[config.mk]
export PLATFORM = sky130hd
export DESIGN_NAME = cpwm_timer
export DESIGN_NICKNAME = d
export VERILOG_FILES = /design/src/rtl/cpwm_pkg.sv /design/src/rtl/cpwm_regfile.sv /design/src/rtl/cpwm_counter.sv /design/src/rtl/cpwm_channel.sv /design/src/rtl/cpwm_timer.sv
export SDC_FILE = /design/constraint.sdc
export NUM_CORES = 1
export LEC_CHECK = 0
export ABC_AREA = 1
export CAP_MARGIN = 20
export CORE_UTILIZATION = 30
export CTS_CLUSTER_DIAMETER = 100
export DETAILED_ROUTE_END_ITERATION = 12
export HOLD_SLACK_MARGIN = 0.03
export SYNTH_ARGS = -nofsm -noshare
export SYNTH_HDL_FRONTEND = slang
export SYNTH_SLANG_ARGS = --single-unit
[constraint.sdc]
create_clock -name clk -period 5.45 [get_ports clk]
set_input_delay 0.8175 -clock clk [delete_from_list [all_inputs] [get_ports clk]]
set_output_delay 0.8175 -clock clk [all_outputs]
set_load 0.01 [all_outputs]
[src/rtl/cpwm_pkg.sv]
package cpwm_pkg;

    typedef enum logic [2:0] {
        ADR_PERIOD = 3'd0,
        ADR_CMP_A  = 3'd1,
        ADR_CMP_B  = 3'd2,
        ADR_CTRL   = 3'd3,
        ADR_FLAGS  = 3'd4
    } reg_addr_e;

    localparam int NUM_CH     = 2;
    localparam int NUM_FLAGS  = 4;
    localparam int FLG_BOTTOM = 0;
    localparam int FLG_CMP0   = 1;
    localparam int FLG_PERIOD = 3;
    localparam int CTL_TOPSEL = 0;
    localparam int CTL_INV0   = 1;

    // Pin level after a match: rising half drives the inactive level.
    function automatic logic match_level(input logic falling, input logic inv);
        return falling ^ inv;
    endfunction

endpackage

[src/rtl/cpwm_regfile.sv]
module cpwm_regfile
    import cpwm_pkg::*;
#(
    parameter int W = 16
) (
    input  logic                       clk,
    input  logic                       rst,
    input  logic                       wr_en,
    input  logic [2:0]                 wr_addr,
    input  logic [W-1:0]               wr_data,
    input  logic                       load,
    output logic [W-1:0]               act_period,
    output logic [NUM_CH-1:0][W-1:0]   act_cmp,
    output logic                       act_top_sel,
    output logic [NUM_CH-1:0]          inv
);

    typedef struct packed {
        logic                     top_sel;
        logic [W-1:0]             period;
        logic [NUM_CH-1:0][W-1:0] cmp;
    } shadow_t;

    shadow_t shadow_q;
    shadow_t work_q;

    always_ff @(posedge clk) begin
        if (rst) begin
            shadow_q <= '0;
            work_q   <= '0;
            inv      <= '0;
        end else begin
            if (wr_en && wr_addr == ADR_PERIOD)
                shadow_q.period <= wr_data;
            for (int i = 0; i < NUM_CH; i++) begin
                if (wr_en && wr_addr == 3'(int'(ADR_CMP_A) + i))
                    shadow_q.cmp[i] <= wr_data;
            end
            if (wr_en && wr_addr == ADR_CTRL) begin
                shadow_q.top_sel <= wr_data[CTL_TOPSEL];
                for (int i = 0; i < NUM_CH; i++)
                    inv[i] <= wr_data[CTL_INV0 + i];
            end
            if (load)
                work_q <= shadow_q;
        end
    end

    assign act_period  = work_q.period;
    assign act_cmp     = work_q.cmp;
    assign act_top_sel = work_q.top_sel;


    shadow_load_chk: assert property (@(posedge clk) disable iff (rst)
        load |=> work_q == $past(shadow_q));


    shadow_hold_chk: assert property (@(posedge clk) disable iff (rst)
        (wr_en && !load) |=> $stable(work_q));

endmodule

[src/rtl/cpwm_counter.sv]
module cpwm_counter #(
    parameter int W = 16
) (
    input  logic         clk,
    input  logic         rst,
    input  logic         tick,
    input  logic [W-1:0] top,
    output logic [W-1:0] cnt,
    output logic         at_bottom,
    output logic         falling
);

    localparam logic [W-1:0] ONE = W'(1);

    logic dir_up;

    assign at_bottom = (cnt == '0);
    assign falling   = !at_bottom && (cnt >= top || !dir_up);

    always_ff @(posedge clk) begin
        if (rst) begin
            cnt    <= '0;
            dir_up <= 1'b1;
        end else if (tick) begin
            if (at_bottom) begin
                cnt    <= ONE;
                dir_up <= 1'b1;
            end else if (dir_up && cnt >= top) begin
                cnt    <= cnt - ONE;
                dir_up <= 1'b0;
            end else if (dir_up) begin
                cnt <= cnt + ONE;
            end else begin
                cnt <= cnt - ONE;
            end
        end
    end


    unit_step_chk: assert property (@(posedge clk) disable iff (rst)
        tick |=> (cnt == $past(cnt) + ONE) || (cnt == $past(cnt) - ONE));


    top_turn_chk: assert property (@(posedge clk) disable iff (rst)
        (tick && cnt != '0 && cnt == top) |=> cnt == $past(cnt) - ONE);


    idle_hold_chk: assert property (@(posedge clk) disable iff (rst)
        !tick |=> $stable(cnt));

endmodule

[src/rtl/cpwm_channel.sv]
module cpwm_channel
    import cpwm_pkg::*;
#(
    parameter int W = 16
) (
    input  logic         clk,
    input  logic         rst,
    input  logic         tick,
    input  logic [W-1:0] cnt,
    input  logic [W-1:0] cmp,
    input  logic         falling,
    input  logic         inv,
    output logic         hit,
    output logic         pin
);

    assign hit = tick && (cnt == cmp);

    always_ff @(posedge clk) begin
        if (rst)
            pin <= 1'b0;
        else if (hit)
            pin <= match_level(falling, inv);
    end


    rise_clear_chk: assert property (@(posedge clk) disable iff (rst)
        (hit && !falling && !inv) |=> !pin);


    rise_inv_chk: assert property (@(posedge clk) disable iff (rst)
        (hit && !falling && inv) |=> pin);


    pin_hold_chk: assert property (@(posedge clk) disable iff (rst)
        !hit |=> $stable(pin));

endmodule

[src/rtl/cpwm_timer.sv]
module cpwm_timer
    import cpwm_pkg::*;
#(
    parameter int W = 16
) (
    input  logic                 clk,
    input  logic                 rst,
    input  logic                 tick,
    input  logic                 wr_en,
    input  logic [2:0]           wr_addr,
    input  logic [W-1:0]         wr_data,
    output logic [W-1:0]         count,
    output logic                 pwm_a,
    output logic                 pwm_b,
    output logic [NUM_FLAGS-1:0] flags
);

    localparam int FW = NUM_FLAGS;

    logic [W-1:0]             act_period;
    logic [NUM_CH-1:0][W-1:0] act_cmp;
    logic                     act_top_sel;
    logic [NUM_CH-1:0]        inv;
    logic [W-1:0]             top_val;
    logic                     at_bottom;
    logic                     falling;
    logic [NUM_CH-1:0]        hit;
    logic [NUM_CH-1:0]        pin;
    logic [FW-1:0]            set_vec;
    logic [FW-1:0]            clr_vec;

    cpwm_regfile #(.W(W)) u_regs (
        .clk         (clk),
        .rst         (rst),
        .wr_en       (wr_en),
        .wr_addr     (wr_addr),
        .wr_data     (wr_data),
        .load        (tick && at_bottom),
        .act_period  (act_period),
        .act_cmp     (act_cmp),
        .act_top_sel (act_top_sel),
        .inv         (inv)
    );

    assign top_val = act_top_sel ? act_cmp[0] : act_period;

    cpwm_counter #(.W(W)) u_cnt (
        .clk       (clk),
        .rst       (rst),
        .tick      (tick),
        .top       (top_val),
        .cnt       (count),
        .at_bottom (at_bottom),
        .falling   (falling)
    );

    for (genvar g = 0; g < NUM_CH; g++) begin : g_ch
        cpwm_channel #(.W(W)) u_ch (
            .clk     (clk),
            .rst     (rst),
            .tick    (tick),
            .cnt     (count),
            .cmp     (act_cmp[g]),
            .falling (falling),
            .inv     (inv[g]),
            .hit     (hit[g]),
            .pin     (pin[g])
        );
        assign set_vec[FLG_CMP0 + g] = hit[g];
    end

    assign set_vec[FLG_BOTTOM] = tick && at_bottom;
    assign set_vec[FLG_PERIOD] = tick && !act_top_sel && (count == act_period);
    assign clr_vec = (wr_en && wr_addr == ADR_FLAGS) ? wr_data[FW-1:0] : '0;

    always_ff @(posedge clk) begin
        if (rst)
            flags <= '0;
        else
            flags <= (flags & ~clr_vec) | set_vec;
    end

    assign pwm_a = pin[0];
    assign pwm_b = pin[1];


    bottom_flag_chk: assert property (@(posedge clk) disable iff (rst)
        (tick && count == '0) |=> flags[FLG_BOTTOM]);


    sticky_flag_chk: assert property (@(posedge clk) disable iff (rst)
        1'b1 |=> ((flags & $past(flags & ~clr_vec)) == $past(flags & ~clr_vec)));


    reset_state_chk: assert property (@(posedge clk)
        $past(rst) |-> (count == '0 && !pwm_a && !pwm_b && flags == '0));

endmodule

Yosys cells after proc, flatten, opt, wreduce, memory -nomap -nowiden:

Index checks and enable logic that the tools add are counted.

* bits in registers: 123
* bits in latches: 0
* RAM bits: 0
* memory bits (read-only): 0
* input port bits: 23
* output and inout bits: 22
* logic and storage cells: 56
* memories: 0

* $add $sub $neg: 2
* multipliers: 0
* div/mod/pow operators: 0
* $lt $le $gt $ge: 1
* equality and inequality tests: 7
* shift operators: 0
* mux-type cells: 7
* bitwise logic cells: 5
* reduce and logical (&&, ||, !) cells: 20

Operators by type and width (count)
* two-way mux 16 bit: 4
* == test 16 bit: 3
* adder 16 x 1 -> 16 bit, second input constant: 1
* >= comparator 16 bit: 1
* zero test 16 bit: 1
* subtractor 16 x 1 -> 16 bit, second input constant: 1
* logical AND 1 bit: 12
* == test 3 x 2 -> 1 bit, second input constant: 2
* AND 4 bit: 1
* two-way mux 4 bit: 1
* inverter 4 bit: 1
* bitwise OR 4 bit: 1
* == test 3 x 1 -> 1 bit, second input constant: 1
* == test 3 bit, second input constant: 1
* zero test 1 bit: 3
* zero test 3 bit: 1
* two-way mux 1 bit: 2
* AND reduction 2 bit: 1
* nonzero test 2 bit: 1
* bitwise XOR 1 bit: 2
* logical OR 1 bit: 1

Longest topological paths before layout:

Gate-level depths: netlist of the first run.

* depth in word-level cells: 6
* gate-level depth with buffers: 20
* gate-level depth less buffers: 17

Modules after synthesis:

From an unflattened synthesis of the first run, not the netlist that was laid out.

* cells, all modules: 1200
* area, all modules: 7423.4 um^2

Modules (own cells, without submodules)
* cpwm_regfile: times used 1, cells each 519, area each 3804.9 um^2, seq. area each 2001.9 um^2
* cpwm_counter: times used 1, cells each 326, area each 2003.2 um^2, seq. area each 340.3 um^2
* cpwm_channel: times used 2, cells each 107, area each 481.7 um^2, seq. area each 20.0 um^2
* cpwm_timer: times used 1, cells each 141, area each 651.9 um^2, seq. area each 80.1 um^2

Worst setup path after synthesis of the first run:

OpenSTA, ideal clock, no wires.

* path type: reg-to-reg
* start: register u_regs.work_q (netlist bit u_regs.act_top_sel)
* end: register g_ch[1].u_ch.pin
* arrival time: 2.095 ns
* required time: 5.334 ns
* path slack: 3.239 ns
* cell stages (with the launch flop): 16
* path buffers: 3
* clock period less this slack: 2.211 ns
* path through: dfxtp_1 > clkbuf_1 > clkbuf_1 > o21ai_0 > ha_1 > nand2_1 > inv_1 > o21ai_1 > nand3_1 > nor2_2 > nand2_1 > buf_4 > nand3_1 > nand2_1 > nor2_1 > nor2_1

* cells in the longest elaborated chain, start to end: 5

RTL lines
* start: declaration: RTL line cpwm_regfile.sv:25 `shadow_t work_q;`
* start signal: assignment: RTL line cpwm_regfile.sv:45 `work_q <= shadow_q;`
* two-way mux 16 bit: RTL line cpwm_timer.sv:45 `assign top_val = act_top_sel ? act_cmp[0] : act_period;`
* >= comparator 16 bit: RTL line cpwm_counter.sv:18 `assign falling = !at_bottom && (cnt >= top || !dir_up);`
* logical OR 1 bit: RTL line cpwm_counter.sv:18
* logical AND 1 bit: RTL line cpwm_counter.sv:18
* bitwise XOR 1 bit: RTL line cpwm_pkg.sv:21 `return falling ^ inv;`
* end signal: assignment: RTL line cpwm_channel.sv:23 `pin <= match_level(falling, inv);`
* end: declaration: RTL line cpwm_channel.sv:14 `output logic pin`

Every way passes these cells.
A chain may end at the register's enable or synchronous reset.

Worst setup path in the final report of the first run:

Ends and elaborated chain as after synthesis.

==> impl_metrics.py, run 1 <==
metrics = {
    "drt": {
        "initialDrtViolationCount": 497,
        "dr_wl_met3_um": 1422,
        "drt_first_pass_iters": 5,
        "routedWlPerCell_um": 15.80,
        "dr.max_layer_used": "met4",
        "wl_met2_um": 8436,
        "drc": 0,
        "drt.antenna.violating_nets": 0,
        "wl_met1_um": 9960,
        "routed_wl_um": 20160,
        "vias": 6314,
        "vias_per_cell": 4.948,
    },
    "critical_path": {
        "cp.arrival_ps": 3740,
        "end_kind": "register",
        "max_stage_delay_ps": 920,
        "crit_type": "reg -> reg",
        "crit_path_frequent_cell": "nand2_1",
        "cp_slowest_cell": "dfxtp_1",
        "worst-r2r-setup-slack_ps": 2030,
        "crit_fanout": 34,
        "cp.buffers_inverters": 1,
        "startpoint_type": "register",
        "path_delay_family": "simple AND/OR/NAND/NOR gates",
        "crit_chain": "o21ai_0, ha_1, nand2_1, inv_1, o21ai_1, nand3_1, nor2_2, nand2_1, nand3_1, nand2_1, nor2_1, nor2_1",
        "cp.required_ps": 5770,
    },
    "timing": {
        "slew_violations": 0,
        "clock.fmax_mhz": 292.2,
        "finalSetupViolations": 0,
        "tightest_slew_ps": 1024,
        "fin_tns_setup_ps": 0,
        "hold_viol": 0,
        "hold_slack_ps": 452.8,
        "period_needed_ps": 3422,
        "rsz0062_at_grt": "no",
        "period_share": 0.6279,
        "skew_ps": 5.924,
        "slew_headroom": 0.3172,
    },
    "clock_network": {
        "post_cts_buffers": 0,
        "hold_buffers": 0,
        "clock_latency_ps": 420,
        "clockBufferDepth": 2,
        "post_cts_resized": 0,
        "cts.htree.levels": 4,
        "cts-root-buf": "clkbuf_16",
        "clk_pin_slew_ps": 60,
        "cts.sink_count": 123,
        "cts_made_buffers": 17,
        "cts_tree": "built",
    },
    "global_route": {
        "grt_pass1_wl_um": 32240,
        "overflow": 0,
        "grt_max_degree": 82,
        "antenna_found_initial": 0,
        "track_usage": 0.1748,
        "grt_pass1_vias": 5918,
    },
    "synth": {
        "synth_cell_types": 35,
        "ys_ff_latch": 123,
        "synth_seq_area_share": 0.3545,
        "netlist_instances": 965,
        "yosys_warnings": 0,
        "synth_area_per_cell_sq_um": 7.199,
        "netlist_area_sq_um": 6947,
        "syn_nets": 1007,
    },
    "final_layout": {
        "areaGrowthSynthToFinish_pct": 16.64,
        "num_antenna_cells": 0,
        "layout.nets": 1020,
        "drive_gt1_frac": 0.1130,
    },
    "power_and_ir_drop": {
        "max-vdd-ir-drop_mv": 0.6597,
        "pwr_density_cell_nw_per_um2": 653.7,
        "leakage_nw": 3.375,
        "p_total_w": 0.005297,
    },
    "flow_run": {
        "maxCapViolCount": 0,
    },
    "floorplan": {
        "die_w_um": 154.2,
        "dieArea_sq_um": 23770,
        "io_pins": 45,
        "initial_core_util": 0.3068,
        "core_area_sq_um": 22640,
        "fp.dieH_um": 154.2,
        "core.rowCount": 55,
    },
    "worst_hold_path": {
        "hp-class": "reg -> reg",
    },
    "placed_design": {
        "port_buffers": 44,
        "dp_hpwl_um": 14180,
        "gp_congestion": 0.9131,
    },
    "run_status": {
        "outcome": "completed",
    },
}
==> state kept, by name, indices dropped and copies added (netlist names) <==
name and flops:
u_regs.shadow_q 49, u_regs.act_cmp 32, u_cnt.cnt 16, u_regs.act_period 16
flags 4, g_ch.u_ch.pin 2, u_regs.inv 2, u_cnt.dir_up 1
u_regs.act_top_sel 1
==> worst reg2reg max path, cell delays in order (launching register included) <==
cell and delay, ps:
dfxtp_1 920, o21ai_0 240, ha_1 330, nand2_1 70
inv_1 40, o21ai_1 100, nand3_1 90, nor2_2 500
nand2_1 610, nand3_1 220, nand2_1 70, nor2_1 90
nor2_1 50
==> cell families after synthesis <==
| logic type | synth area share |
|---|---|
| compound gates | 0.1897 |
| xor+xnor | 0.04035 |
| fa+ha+maj | 0.03422 |
| buf+inv | 0.1064 |
| flops | 0.3545 |
| simple gates | 0.2749 |
==> placed cells by master, fill, tap and decap left out, types with 22 or more instances in the layout <==
cell type and count:
a211oi_2 49, nand2_1 167, a21oi_1 47, nor2_1 166
nand4_1 22, o21ai_0 75, xor2_1 27, nand3_1 53
clkdlybuf4s50_1 43, inv_1 104, dfxtp_1 123
==> stage by stage <==
stage | utilization | worst slack [ps] | instance area (sq um) | cells
5_1_grt | 0.3579 | 1588 | 8103 | 1276
4_1_cts | 0.3579 | 2043 | 8103 | 1276
6_report | 0.3579 | 2028 | 8103 | 1276
3_5_place_dp | 0.3296 | 2043 | 7462 | 1244
2_1_floorplan | - | 3239 | 6947 | 965
3_3_place_gp | 0.3296 | 2082 | 7462 | 1244
==> power breakdown <==
part | leakage (nW) | internal [W] | switching [W] | total, W
clock network | 0.318 | 0.000793 | 0.000440 | 0.00123
logic | 2.05 | 0.000990 | 0.00176 | 0.00275
registers | 1.00 | 0.00108 | 0.000242 | 0.00132
total | 3.38 | 0.00286 | 0.00244 | 0.00530
==> routing by layer <==
layer  up-vias  GRT usage
met5         -          0
met4         0    0.05571
met3        25    0.03923
met2       219     0.2554
met1      2893     0.2521
li1       3177          -
==> area by class of cell <==
class                           instances  area [sq um]
Fill cell                            2376         14540
Multi-Input combinational cell        679          3755
Sequential cell                       123          2462
Clock buffer                           19         452.9
Clock inverter                         13         187.7
Inverter                              106         397.9
Timing Repair Buffer                   51         490.5
Tap cell                              285         356.6
==> path summary, 6_finish.rpt <==
path                       start             endpoint  cells past startpoint
min reg2reg  u_regs.shadow_q[48]  u_regs.shadow_q[48]                      2
max           u_regs.act_top_sel     g_ch[1].u_ch.pin                     12
max reg2reg   u_regs.act_top_sel     g_ch[1].u_ch.pin                     12
min          u_regs.shadow_q[48]  u_regs.shadow_q[48]                      2
==> cells in the mapped netlist <==
master	count	area, sq um
xor2_1	27	236.5
o21ai_0	75	375.4
nand4_1	22	137.6
or2_2	1	6.260
nor4_1	1	6.260
nor4_2	1	12.51
buf_4	7	52.55
inv_2	2	7.510
o2111ai_1	2	17.52
a211oi_1	1	7.510
nor3_2	2	20.02
dfxtp_1	123	2462
nor2_4	4	45.04
nor3_1	8	40.04
o21bai_1	1	7.510
nand2_2	3	18.77
xnor2_1	5	43.79
and3_1	1	6.260
nand2_1	167	626.9
buf_2	15	75.07
nand2_4	1	11.26
o22ai_1	7	43.79
buf_6	11	123.9
nor2_2	7	43.79
nor2_1	166	623.1
ha_1	19	237.7
nand3b_1	5	37.54
a211oi_2	49	613.1
a21oi_1	47	235.2
o211ai_1	1	7.510
nand3_1	53	265.3
o21ai_1	2	10.01
inv_1	104	390.4
and3b_1	1	8.760
clkbuf_1	24	90.09
No activity file was read; power rests on OpenSTA's default activity.
==> inputs of run 2 (changes only) <==
==> constraint.sdc (replaced) <==
create_clock -name clk -period 3.6 [get_ports clk]
set_input_delay 0.54 -clock clk [delete_from_list [all_inputs] [get_ports clk]]
set_output_delay 0.54 -clock clk [all_outputs]
set_load 0.01 [all_outputs]
==> run 2 against run 1 <==
Against the previous run: first-iteration DRC count is 9.5% lower; clock skew increased by 2.6 ps; critical path depth up 1; final area increased by 0.85%; wire length is 2.1% lower; largest cell class unchanged; setup slack got worse by 1200 ps; sequential power increased by 43%; global-route usage down 0.36 points; clock-buffer cell count unchanged; register-to-register slack worse by 1200 ps.
==> impl_metrics.py, run 2 (synthesis gave the netlist of run 1 again) <==
metrics = {
    "clock_network": {
        "cts-root-buf": "clkbuf_16",
        "cts_tree": "built",
        "post_cts_resized": 0,
        "clk_pin_slew_ps": 60,
        "cts.sink_count": 123,
        "cts.htree.levels": 4,
        "post_cts_buffers": 0,
        "hold_buffers": 0,
        "cts_made_buffers": 17,
        "clock_latency_ps": 420,
        "clockBufferDepth": 2,
    },
    "floorplan": {
        "io_pins": 45,
        "fp.dieH_um": 154.2,
        "dieArea_sq_um": 23770,
        "die_w_um": 154.2,
        "initial_core_util": 0.3068,
        "core.rowCount": 55,
        "core_area_sq_um": 22640,
    },
    "drt": {
        "routed_wl_um": 19740,
        "vias_per_cell": 4.908,
        "initialDrtViolationCount": 450,
        "drc": 0,
        "drt.antenna.violating_nets": 0,
        "drt_first_pass_iters": 5,
        "routedWlPerCell_um": 15.27,
        "vias": 6346,
    },
    "final_layout": {
        "num_antenna_cells": 0,
        "layout.nets": 1037,
        "top_register": "u_regs.shadow_q",
        "layout_common_cells": "167 x nand2_1, 166 x nor2_1, 123 x dfxtp_1",
        "largest_reg_flops": 49,
        "areaGrowthSynthToFinish_pct": 17.63,
        "drive_gt1_frac": 0.1280,
        "final_common_cell": "nand2_1",
        "final_util": 0.3609,
    },
    "run_status": {
        "outcome": "completed",
    },
    "timing": {
        "slew_violations": 0,
        "skew_ps": 8.563,
        "tightest_slew_ps": 936.5,
        "rsz0062_at_grt": "no",
        "slew_headroom": 0.3757,
        "hold_viol": 0,
        "period_needed_ps": 2779,
        "fin_tns_setup_ps": 0,
        "clock.fmax_mhz": 359.8,
        "period_share": 0.7720,
        "finalSetupViolations": 0,
    },
    "global_route": {
        "antenna_found_initial": 0,
        "grt_max_degree": 61,
        "grt_pass1_vias": 5813,
        "track_usage": 0.1712,
        "grt_pass1_wl_um": 31770,
        "overflow": 0,
    },
    "critical_path": {
        "crit_type": "reg -> reg",
        "startpoint_type": "register",
        "crit_fanout": 34,
        "cp.arrival_ps": 3040,
        "end_kind": "register",
        "cp.required_ps": 3860,
    },
    "placed_design": {
        "port_buffers": 44,
        "gp_congestion": 0.9198,
        "dp_hpwl_um": 14210,
    },
    "power_and_ir_drop": {
        "leakage_nw": 3.431,
        "max-vdd-ir-drop_mv": 0.3388,
        "pwr_density_cell_nw_per_um2": 967.8,
    },
    "worst_hold_path": {
        "hp-class": "in -> reg",
    },
    "flow_run": {
        "maxCapViolCount": 0,
    },
}
[run 2: cell type report]
type | instances | area (sq um)
clock buffers | 19 | 452.9
clock inverters | 13 | 103.9
fillers | 2376 | 14470
inverters | 106 | 397.9
multi-input cells | 679 | 3755
flip-flops and latches | 123 | 2462
well taps | 285 | 356.6
repair buffers | 68 | 643.1
[run 2: worst paths after layout]
check / to / startpoint / slack (ps) / cells after the start
setup / recovery: u_cnt.cnt[10] / u_regs.act_top_sel / 820 / 13
hold / removal: u_regs.act_period[12] / rst / 420 / 2
setup reg to reg: u_cnt.cnt[10] / u_regs.act_top_sel / 820 / 13
hold reg to reg: u_regs.shadow_q[48] / u_regs.shadow_q[48] / 470 / 2
[run 2: worst max-delay path, cell delays in order (launching register included)]
cell	delay, ps
dfxtp_1	300
buf_4	280
o21ai_0	150
ha_1	320
nand2_1	60
inv_1	60
nand3_1	90
nor2_1	180
nand2_1	70
buf_4	190
nand2_1	580
nand2_1	130
nand3_1	120
a21oi_1	60
[run 2: report_power, final]
group / leakage, nW / switching, W / internal [W]
logic: 2.15 / 0.00273 / 0.00167
registers: 1.00 / 0.000257 / 0.00163
clock network: 0.278 / 0.000692 / 0.000933
[run 2: per-layer routing]
| layer | vias up | track usage | share of wire |
|---|---|---|---|
| met4 | 0 | 0.04286 | 0.011 |
| met3 | 25 | 0.03278 | 0.054 |
| li1 | 3220 | - | - |
| met5 | - | 0 | 0 |
| met1 | 2897 | 0.2557 | 0.52 |
| met2 | 204 | 0.2487 | 0.41 |
[run 2: through the flow]
step / setup WS (ps) / area (sq um) / hold slack, ps / cells / power, W
floorplan: 1389 / 6947 / 424.0 / 965 / 0.005342
global placement: 909.2 / 7615 / 463.5 / 1261 / 0.006256
detailed placement: 843.6 / 7615 / 462.6 / 1261 / 0.006268
CTS: 839.7 / 8172 / 414.8 / 1293 / 0.007927
global route: 455.6 / 8172 / 407.4 / 1293 / 0.008524
finish: 820.7 / 8172 / 416.9 / 1293 / 0.007909
==> inputs of run 3 (changes only) <==
==> constraint.sdc (replaced) <==
create_clock -name clk -period 2.7 [get_ports clk]
set_input_delay 0.405 -clock clk [delete_from_list [all_inputs] [get_ports clk]]
set_output_delay 0.405 -clock clk [all_outputs]
set_load 0.01 [all_outputs]
==> run 3 against run 2 <==
Against the previous run: power increased by 36%; clock skew increased by 5.6 ps; setup slack got worse by 310 ps; clock-buffer cell count increased by 3; utilization increased by 0.30 points; final area increased by 0.84%; fmax increased by 27%.
==> impl_metrics.py, run 3 (synthesis gave the netlist of run 1 again) <==
metrics = {
    "timing": {
        "slew_headroom": 0.5730,
        "skew_ps": 14.20,
        "tightest_slew_ps": 639.7,
        "period_needed_ps": 2189,
        "rsz0062_at_grt": "no",
        "fin_tns_setup_ps": 0,
        "clock.fmax_mhz": 456.9,
        "hold_slack_ps": 351.0,
        "hold_viol": 0,
        "finalSetupViolations": 0,
        "slew_violations": 0,
        "period_share": 0.8106,
    },
    "flow_run": {
        "maxCapViolCount": 0,
    },
    "critical_path": {
        "crit_path_frequent_cell": "nand2_1",
        "crit_fanout": 34,
        "cp.buffers_inverters": 2,
        "cp_slowest_cell": "dfxtp_1",
        "cp.arrival_ps": 2530,
        "startpoint_type": "register",
        "cp.required_ps": 3040,
        "crit_chain": "buf_12, o21ai_0, ha_1, a21oi_1, nand2_1, nand2_1, nand2_1, nand2_1, nand2_1, buf_4, nand2_1, nand3_1, a21oi_1",
        "worst-r2r-setup-slack_ps": 510,
        "path_delay_family": "simple AND/OR/NAND/NOR gates",
        "max_stage_delay_ps": 320,
        "crit_type": "reg -> reg",
        "end_kind": "register",
    },
    "global_route": {
        "antenna_found_initial": 0,
        "grt_pass1_vias": 6038,
        "track_usage": 0.1784,
        "grt_pass1_wl_um": 32930,
        "grt_max_degree": 55,
        "overflow": 0,
    },
    "clock_network": {
        "post_cts_resized": 0,
        "clock_latency_ps": 420,
        "clockBufferDepth": 2,
        "cts.htree.levels": 4,
        "post_cts_buffers": 0,
        "hold_buffers": 0,
        "cts_tree": "built",
        "cts_made_buffers": 17,
        "cts-root-buf": "clkbuf_16",
        "cts.sink_count": 123,
        "clk_pin_slew_ps": 60,
    },
    "drt": {
        "drt.antenna.violating_nets": 0,
        "routed_wl_um": 20470,
        "initialDrtViolationCount": 514,
        "vias": 6460,
        "drt_first_pass_iters": 5,
        "drc": 0,
        "routedWlPerCell_um": 15.73,
        "vias_per_cell": 4.965,
    },
    "final_layout": {
        "top_register": "u_regs.shadow_q",
        "nFillCells": 2396,
        "multi_input_area_sq_um": 3755,
        "final_util": 0.3640,
        "ff_latch_area_sq_um": 2462,
        "layout.nets": 1046,
        "layout_common_cells": "167 x nand2_1, 166 x nor2_1, 123 x dfxtp_1",
        "drive_gt1_frac": 0.1309,
        "areaGrowthSynthToFinish_pct": 18.62,
        "num_antenna_cells": 0,
        "final_common_cell": "nand2_1",
        "largest_reg_flops": 49,
    },
    "floorplan": {
        "die_w_um": 154.2,
        "core_area_sq_um": 22640,
        "core.rowCount": 55,
        "dieArea_sq_um": 23770,
        "initial_core_util": 0.3068,
        "fp.dieH_um": 154.2,
        "io_pins": 45,
    },
    "power_and_ir_drop": {
        "leakage_nw": 3.459,
        "max-vdd-ir-drop_mv": 0.7526,
        "pwr_density_cell_nw_per_um2": 1307,
    },
    "placed_design": {
        "dp_hpwl_um": 14830,
        "gp_congestion": 0.9173,
        "port_buffers": 44,
    },
    "worst_hold_path": {
        "hp-class": "in -> reg",
    },
    "run_status": {
        "outcome": "completed",
    },
}
-- run 3: changes by cell type in the layout (fill, tap and decap cells not counted) --
cell,delta
buf_4,+8
clkinv_2,-2
buf_12,+1
inv_8,-1
clkbuf_1,+4
clkbuf_8,-1
clkinvlp_4,+3
inv_6,-5
bufinv_16,+1
-- run 3: layout make-up --
cell class	count	area share
timing repair buffer	77	0.08776
clock inverter	9	0.01108
clock buffer	22	0.05512
multi-input combinational	679	0.4557
sequential	123	0.2988
tap	285	0.04327
inverter	106	0.04828
-- run 3: worst paths after layout --
path                      startpoint                  to  cells after the start
setup / recovery  u_regs.act_top_sel       u_cnt.cnt[10]                     13
hold / removal                   rst            flags[2]                      2
setup reg to reg  u_regs.act_top_sel       u_cnt.cnt[10]                     13
hold reg to reg   u_regs.act_cmp[18]  u_regs.act_cmp[18]                      2
-- run 3: layer usage --
layer	track usage	vias up	wire, um
li1	-	3233	-
met5	0	-	0
met3	0.03390	20	1140
met1	0.2655	2991	10450
met4	0.04857	0	268
met2	0.2589	216	8608
-- run 3: worst register-to-register path, cell delays in order, from the launching register on --
cell     delay, ps
dfxtp_1        320
buf_12         160
o21ai_0        260
ha_1           320
a21oi_1        150
nand2_1         70
nand2_1         60
nand2_1         50
nand2_1         70
nand2_1        170
buf_4          230
nand2_1         60
nand3_1         70
a21oi_1        130
-- run 3: per-stage QoR --
stage / instances / total power [W] / worst slack, ps / cell area (sq um)
final: 1301 / 0.01077 / 511.3 / 8240
after global routing: 1301 / 0.01159 / 285.4 / 8240
after CTS: 1301 / 0.01075 / 482.8 / 8240
after detailed placement: 1270 / 0.008577 / 452.5 / 7695
after global placement: 1270 / 0.008567 / 523.7 / 7695
after floorplan: 965 / 0.007123 / 488.8 / 6947
-- run 3: where the power goes --
part | internal [W] | switching (W)
combinational | 0.00228 | 0.00390
clock | 0.00129 | 0.000859
sequential | 0.00217 | 0.000273
total | 0.00574 | 0.00503
